===== config.mk =====
export PLATFORM = sky130hd
export DESIGN_NAME = spec_entry_filter
export DESIGN_NICKNAME = d
export VERILOG_FILES = /design/src/rtl/spec_entry_filter_pkg.sv /design/src/rtl/sat_counter.sv /design/src/rtl/mode_tracker.sv /design/src/rtl/period_tracker.sv /design/src/rtl/age_gate.sv /design/src/rtl/spec_entry_filter.sv
export SDC_FILE = /design/constraint.sdc
export NUM_CORES = 1
export LEC_CHECK = 0
export CAP_MARGIN = 20
export CORE_ASPECT_RATIO = 0.8
export CORE_MARGIN = 3
export CORE_UTILIZATION = 40
export CTS_BUF_LIST = sky130_fd_sc_hd__clkbuf_4 sky130_fd_sc_hd__clkbuf_8
export CTS_CLUSTER_SIZE = 30
export DETAILED_ROUTE_END_ITERATION = 8
export GPL_ROUTABILITY_DRIVEN = 0
export SYNTH_ARGS = -nofsm -noshare
export SYNTH_HDL_FRONTEND = slang
export SYNTH_SLANG_ARGS = --single-unit

===== constraint.sdc =====
create_clock -name clk -period 4.8 [get_ports clk]
set_clock_uncertainty 0.1 [all_clocks]
set_input_delay 0.96 -clock clk [delete_from_list [all_inputs] [get_ports clk]]
set_output_delay 0.96 -clock clk [all_outputs]
set_load 0.01 [all_outputs]

===== src/rtl/spec_entry_filter_pkg.sv =====
package spec_entry_filter_pkg;

    // Outcome of one entry request, in priority order of refusal.
    typedef enum logic [1:0] {
        VERDICT_GRANT   = 2'd0,
        VERDICT_IDLE    = 2'd1,
        VERDICT_STALE   = 2'd2,
        VERDICT_OVERLAP = 2'd3
    } verdict_e;

    // Individual gate results feeding the verdict.
    typedef struct packed {
        logic requested;
        logic mode_busy;
        logic too_old;
        logic overlaps;
    } gate_flags_t;

    // Mode strobes after qualification with the current mode.
    typedef struct packed {
        logic enter_fire;
        logic exit_fire;
    } mode_events_t;

    function automatic verdict_e resolve_verdict(input gate_flags_t f);
        if (!f.requested || f.mode_busy) return VERDICT_IDLE;
        if (f.too_old)                   return VERDICT_STALE;
        if (f.overlaps)                  return VERDICT_OVERLAP;
        return VERDICT_GRANT;
    endfunction

    function automatic logic verdict_grants(input verdict_e v);
        return v == VERDICT_GRANT;
    endfunction

endpackage


===== src/rtl/sat_counter.sv =====
module sat_counter #(
    parameter int W = 12
) (
    input  logic         clk,
    input  logic         rst,
    input  logic         clr,
    input  logic         inc,
    output logic [W-1:0] cnt,
    output logic [W-1:0] cnt_after
);
    localparam logic [W-1:0] TOP = {W{1'b1}};

    logic [W-1:0] cnt_q;

    // Value including this cycle's increment, held at TOP.
    always_comb begin
        if (inc && cnt_q != TOP) cnt_after = cnt_q + W'(1);
        else                     cnt_after = cnt_q;
    end

    always_ff @(posedge clk) begin
        if (rst)      cnt_q <= '0;
        else if (clr) cnt_q <= '0;
        else          cnt_q <= cnt_after;
    end

    assign cnt = cnt_q;
endmodule


===== src/rtl/mode_tracker.sv =====
module mode_tracker
    import spec_entry_filter_pkg::*;
(
    input  logic         clk,
    input  logic         rst,
    input  logic         spec_enter,
    input  logic         spec_exit,
    output logic         in_spec,
    output mode_events_t events
);
    logic in_spec_q;

    always_comb begin
        events.enter_fire = spec_enter && !in_spec_q;
        events.exit_fire  = spec_exit  &&  in_spec_q;
    end

    always_ff @(posedge clk) begin
        if (rst)                    in_spec_q <= 1'b0;
        else if (events.enter_fire) in_spec_q <= 1'b1;
        else if (events.exit_fire)  in_spec_q <= 1'b0;
    end

    assign in_spec = in_spec_q;
endmodule


===== src/rtl/period_tracker.sv =====
module period_tracker
    import spec_entry_filter_pkg::*;
#(
    parameter int CNT_W = 12
) (
    input  logic             clk,
    input  logic             rst,
    input  logic             in_spec,
    input  mode_events_t     events,
    input  logic             pretire_pulse,
    input  logic             fetch_pulse,
    output logic [CNT_W-1:0] run_cnt,
    output logic [CNT_W-1:0] run_last,
    output logic [CNT_W-1:0] fetch_cnt
);
    logic [CNT_W-1:0] run_after;
    logic [CNT_W-1:0] fetch_after;
    logic [CNT_W-1:0] run_last_q;
    logic             run_inc;
    logic             fetch_inc;

    // Pseudo-retires only count inside a period.
    assign run_inc = pretire_pulse && in_spec;

    // Fetches only count outside a period, and never on the exit cycle.
    assign fetch_inc = fetch_pulse && !in_spec;

    sat_counter #(.W(CNT_W)) u_run_cnt (
        .clk       (clk),
        .rst       (rst),
        .clr       (events.enter_fire),
        .inc       (run_inc),
        .cnt       (run_cnt),
        .cnt_after (run_after)
    );

    sat_counter #(.W(CNT_W)) u_fetch_cnt (
        .clk       (clk),
        .rst       (rst),
        .clr       (events.exit_fire),
        .inc       (fetch_inc),
        .cnt       (fetch_cnt),
        .cnt_after (fetch_after)
    );

    // Length of the last completed period, captured with the exit-cycle pulse.
    always_ff @(posedge clk) begin
        if (rst)                   run_last_q <= '0;
        else if (events.exit_fire) run_last_q <= run_after;
    end

    assign run_last = run_last_q;

    logic unused_fetch_after;
    assign unused_fetch_after = ^fetch_after;
endmodule


===== src/rtl/age_gate.sv =====
module age_gate #(
    parameter int AGE_W     = 10,
    parameter int AGE_LIMIT = 400,
    parameter bit DYN_LIMIT = 1'b0
) (
    input  logic [AGE_W-1:0] miss_age,
    input  logic [AGE_W-1:0] age_limit_in,
    output logic             too_old
);
    localparam logic [AGE_W-1:0] LIMIT_C = AGE_W'(AGE_LIMIT);

    logic [AGE_W-1:0] limit_sel;

    generate
        if (DYN_LIMIT) begin : g_dyn_limit
            assign limit_sel = age_limit_in;
        end else begin : g_const_limit
            logic unused_limit_in;
            assign unused_limit_in = ^age_limit_in;
            assign limit_sel       = LIMIT_C;
        end
    endgenerate

    assign too_old = miss_age > limit_sel;
endmodule


===== src/rtl/spec_entry_filter.sv =====
module spec_entry_filter
    import spec_entry_filter_pkg::*;
#(
    parameter int AGE_W     = 10,
    parameter int CNT_W     = 12,
    parameter int AGE_LIMIT = 400,
    parameter bit DYN_LIMIT = 1'b0
) (
    input  logic             clk,
    input  logic             rst,
    input  logic             miss_req,
    input  logic [AGE_W-1:0] miss_age,
    input  logic [AGE_W-1:0] age_limit_in,
    input  logic             fetch_pulse,
    input  logic             pretire_pulse,
    input  logic             spec_enter,
    input  logic             spec_exit,
    output logic             enter_ok
);
    logic             in_spec;
    mode_events_t     events;
    logic [CNT_W-1:0] run_cnt;
    logic [CNT_W-1:0] run_last;
    logic [CNT_W-1:0] fetch_cnt;
    logic             too_old;
    gate_flags_t      flags;
    verdict_e         verdict;

    mode_tracker u_mode (
        .clk        (clk),
        .rst        (rst),
        .spec_enter (spec_enter),
        .spec_exit  (spec_exit),
        .in_spec    (in_spec),
        .events     (events)
    );

    period_tracker #(.CNT_W(CNT_W)) u_period (
        .clk           (clk),
        .rst           (rst),
        .in_spec       (in_spec),
        .events        (events),
        .pretire_pulse (pretire_pulse),
        .fetch_pulse   (fetch_pulse),
        .run_cnt       (run_cnt),
        .run_last      (run_last),
        .fetch_cnt     (fetch_cnt)
    );

    age_gate #(
        .AGE_W     (AGE_W),
        .AGE_LIMIT (AGE_LIMIT),
        .DYN_LIMIT (DYN_LIMIT)
    ) u_age (
        .miss_age     (miss_age),
        .age_limit_in (age_limit_in),
        .too_old      (too_old)
    );

    always_comb begin
        flags.requested = miss_req;
        flags.mode_busy = in_spec;
        flags.too_old   = too_old;
        flags.overlaps  = fetch_cnt < run_last;
        verdict         = resolve_verdict(flags);
    end

    assign enter_ok = verdict_grants(verdict);
endmodule


; Yosys cells after proc, flatten, opt, wreduce, memory -nomap -nowiden
; Cells that the tools add are included.
[word_totals]
register_bits = 37
elab_cells = 38
[op_classes]
mux = 15
magnitude_cmp = 2
reduce_logical = 13
add_sub_neg = 2
eq_ne = 2
[op_table]
columns = cell, count
row1 = "12-bit by 1-bit adder with 12-bit output, second input constant", 2
row2 = "12-bit inequality test, second input constant", 2
row3 = 12-bit less-than comparator, 1
row4 = 12-bit 2-to-1 mux, 1
row5 = 2-bit 2-to-1 mux, 6
row6 = "10-bit by 9-bit greater-than comparator with 1-bit output, second input constant", 1
row7 = 1-bit 2-to-1 mux, 8
row8 = 1-bit logical AND, 6
row9 = 2-bit OR reduction, 2
row10 = 1-bit zero test, 2
row11 = 2-bit zero test, 1
row12 = 2-bit nonzero test, 1
row13 = 1-bit logical OR, 1

; Depth between registers and ports, before layout
[logic_depth]
depth_word = 10
ltp_mapped = 6
depth_no_buf = 6

; By module
; Synthesis repeated with hierarchy kept, for this count alone.
[hier_totals]
cells_unflattened = 248
hier_area_um2 = 2185.8
[modules_own_cells]
columns = module, seq_area_each_um2, n_inst, area_each_um2, cells_per_inst
row1 = sat_counter, 240.2, 2, 678.2, 79
row2 = period_tracker, 240.2, 1, 432.9, 40
row3 = spec_entry_filter, 0.0, 1, 311.5, 40
row4 = mode_tracker, 20.0, 1, 48.8, 5
row5 = age_gate, 0.0, 1, 36.3, 5

; Least setup slack after synthesis
; OpenSTA, ideal clock, no wires.
[synth_path]
kind = input-to-output
from = input port miss_age[1]
to = output port enter_ok
setup_slack_ns = 1.734
arrival_time_ns = 2.006
n_path_buf = 0
required_time_ns = 3.740
cell_stages = 4
cell_sequence = o41a_1 o311ai_0 o2111ai_1 a31oi_1
[synth_between]
elab_chain_cells = 7
[synth_rtl]
columns = item, line_no
row1 = from (decl), spec_entry_filter.sv:12  ; input logic [AGE_W-1:0] miss_age,
row2 = 10-bit by 9-bit greater-than comparator with 1-bit output (*), age_gate.sv:24  ; assign too_old = miss_age > limit_sel;
row3 = 2-bit 2-to-1 mux, spec_entry_filter_pkg.sv:27  ; if (f.too_old) return VERDICT_STALE;
row4 = 2-bit 2-to-1 mux, spec_entry_filter_pkg.sv:28  ; if (f.overlaps) return VERDICT_OVERLAP;
row5 = 2-bit 2-to-1 mux, spec_entry_filter_pkg.sv:29  ; return VERDICT_GRANT;
row6 = 2-bit 2-to-1 mux (*), spec_entry_filter_pkg.sv:28
row7 = 2-bit 2-to-1 mux (*), spec_entry_filter_pkg.sv:27
row8 = 2-bit zero test (*), spec_entry_filter_pkg.sv:33  ; return v == VERDICT_GRANT;
row9 = to (decl), spec_entry_filter.sv:18  ; output logic enter_ok
; Every way passes the cells marked *; elsewhere a longest branch is shown, timed or not. The select of a mux whose other input is x is not followed.

; Worst setup path in the final report
; Same ends and word-level chain as after synthesis.

==> key figures <==
Timing
  • RSZ-0062 raised after global routing: false
  • Final setup viols: 0
  • Max transition margin: between 40% and 50%
  • Tmin final: roughly 4.1 ns
  • Worst-Margin Slew: about 0.8 ns
  • Final hold violation count: 0
  • Max Freq: 247 MHz
  • Setup TNS: 0 ns
  • Crit share post-route: 84.4%
  • Fin. max-slew vios: 0

Logic synthesis
  • Register area share after synthesis: approximately 40%
  • Post-synth design cell area: 1850 µm²
  • Synth cell types: 39
  • Number of synthesized flops with an enable pin: 0
  • Syn Nets: 249
  • Cell accounting for the most synthesized area: dfxtp_1
  • Syn Inst Count: 209
  • Seq cells post-synth: 37
  • Post-synth ARST share: 0%
  • Main synth FF type: dfxtp_1
  • Synth area leaders: dfxtp_1 40%, ha_1 8.8%, nor2_1 5.5%
  • Yosys top cell area share: 40.1%
  • Ys Warns: 0
  • Mean post-synth cell area: 8.85 µm²

Clocking
  • Clock root buffer: clkbuf_8
  • Num CTS Buffers: 5
  • Worst-skew pair later-pin latency: 0.28 ns
  • # Post-CTS Setup Buffers: 0
  • Post-cts hold buffer count: 0
  • H-tree lvl count: 2
  • CTS Sinks: 37
  • CTS tree: yes
  • Clock tree buffer depth: 2
  • Clk slew on worst S/H paths: 0.07 ns
  • CTS resizes: 0

Global routing
  • Met2 Use GR: 23.0%
  • Congestion Overflow GR: 0
  • Met1 Use GR: 19.5%
  • Vias in the first global route: about 1400
  • Largest net degree at the start of global routing: 24
  • Global-route wire length before repair: 6250 µm
  • Grt peak-use layer: met2
  • Total Routing Usage GR: between 10 and 15%
  • Met3 Use GR: 5.27%
  • Initial antenna violation count: 0

Die
  • Core area: 4310 µm²
  • Die W: 82.0 µm
  • I/O pin cnt: 28
  • Initial core utilization: 42.9%
  • Rows: 21
  • Die Area: 5480 µm²
  • Die height: around 67 µm

Placement
  • DP Area: approximately 2100 µm²
  • Dpl hpwl: 2770 µm
  • I/O Buffers: 17

Outcome
  • Status: completed

Layout
  • Area Growth Syn to Fin: 16.4%
  • Ant. Diodes: 0
  • Share of layout cells above drive strength 1: 5.26%
  • Nets: 268
  • Final Cell Area: 2150 µm²

Drt
  • Iteration-0 DRC Markers: 57
  • Vias/cell: roughly 5
  • ANT nets after route: 0
  • DRC Markers: 0
  • Vias: 1469
  • 1st-pass router iterations: 4
  • Final WL: roughly 3600 µm
  • DR WL/cell: 12.8 µm

Power and ir drop
  • Overall power: between 0.0005 and 0.0006 W
  • P_leak: between 0.7 and 0.8 nW
  • Power density over the cells: 267 nW/µm²
  • Worst IR Drop VDD: 0.177 mV

Flow run
  • Max Cap Viol: 0

Hold path
  • Hold Path Origin: u_period.run_last[0]
  • Hold Path Class: reg -> reg

Worst setup path
  • Worst Path Arrival: 2.99 ns
  • Critical path peak fanout: 1
  • R2r startpoint: u_mode.in_spec
  • Startpoint Class: input port
  • CP Class: in -> out
  • Setup crit end kind: output pin
  • CP startpoint: miss_age[1]
  • WP data required: 3.74 ns
-- report_power, final --
part | internal [W] | leakage [nW] | switching (W)
Sequential | 0.000310 | 0.299 | 0.00000446
Clock | 0.000120 | 0.0477 | 0.000102
Combinational | 0.0000202 | 0.438 | 0.0000184
Total | 0.000449 | 0.784 | 0.000125
-- registers in the layout, summed over array words and instances (netlist names) --
name                      count
u_period.u_run_cnt.cnt       12
u_period.run_last            12
u_mode.in_spec                1
u_period.u_fetch_cnt.cnt     12
-- per-layer routing --
layer | up-vias | part of all wire (%)
met5 | - | 0
met4 | 0 | 0.58
met3 | 2 | 7.2
met2 | 27 | 40
met1 | 657 | 52
li1 | 783 | -
-- critical path, stage by stage --
cell and delay [ns]:
clkdlybuf4s50_1 0.40, o41a_1 0.40, o311ai_0 0.34, o2111ai_1 0.17, a31oi_1 0.16, clkdlybuf4s50_1 0.56
-- Yosys cell counts (all sizes together) (6+ instances only) --
master,instances
xnor2,10
xor2,6
nand2,15
nor2,28
nor3,8
a21oi,6
dfxtp,37
nand3,7
o22ai,11
ha,13
inv,14
nand4,9
-- final timing paths --
check	endpoint	slack [ns]	depth (start not counted)
worst max register to register	u_period.run_last[10]	2.84	5
worst min-delay path	u_period.run_last[0]	0.36	2
worst max-delay path	enter_ok	0.75	6
worst min register to register	u_period.run_last[0]	0.36	2
-- area by class of cell --
class / count / area, µm²
inverter: 14 / 52.6
fill: 442 / 2160
multi-input combinational: 153 / 1030
sequential: 37 / 741
clock buffer: 7 / 90.1
tap: 57 / 71.3
timing repair buffer: 17 / 170
-- cells by family (layout without fill, tap and decap cells) --
kind of cell / count (synthesis) / after routing / synth area share, %
AND/OR/NAND/NOR: 85 / 85 / 24.5
flip-flops: 37 / 37 / 40.1
AO/OA/AOI/OAI: 36 / 36 / 13.1
buffers and inverters: 19 / 38 / 4.40
XOR/XNOR: 16 / 16 / 7.58
adder cells (fa/ha/maj): 13 / 13 / 8.80
multiplexers: 3 / 3 / 1.62
-- through the flow --
step | setup WS [ns] | util, % | std cells | hold slack [ns]
4_1_cts | 0.729 | 49.9 | 285 | 0.370
5_1_grt | 0.660 | 49.9 | 285 | 0.418
3_3_place_gp | 0.760 | 47.9 | 278 | 0.352
6_report | 0.747 | 49.9 | 285 | 0.365
2_1_floorplan | 1.73 | - | 209 | 0.326
3_5_place_dp | 0.729 | 47.9 | 278 | 0.353
-- cell usage in the layout (no fill, tap or decap), types with 2 or more instances in the layout --
| master | instances |
|---|---|
| dfxtp_1 | 37 |
| and2_1 | 2 |
| nand2_1 | 15 |
| nand2b_1 | 3 |
| o21a_1 | 2 |
| nor2b_1 | 2 |
| and4_1 | 2 |
| xor2_1 | 6 |
| o21ai_0 | 3 |
| o22ai_1 | 11 |
| clkbuf_8 | 6 |
| mux2i_1 | 3 |
| clkdlybuf4s50_1 | 17 |
| a21o_1 | 4 |
| xnor2_1 | 10 |
| nor3_1 | 8 |
| nor2_1 | 27 |
| ha_1 | 13 |
| a31oi_1 | 3 |
| nor4_1 | 4 |
| inv_1 | 14 |
| a21oi_1 | 6 |
| nand3_1 | 7 |
| nand4_1 | 8 |
Power figures use the tool's default switching activity.
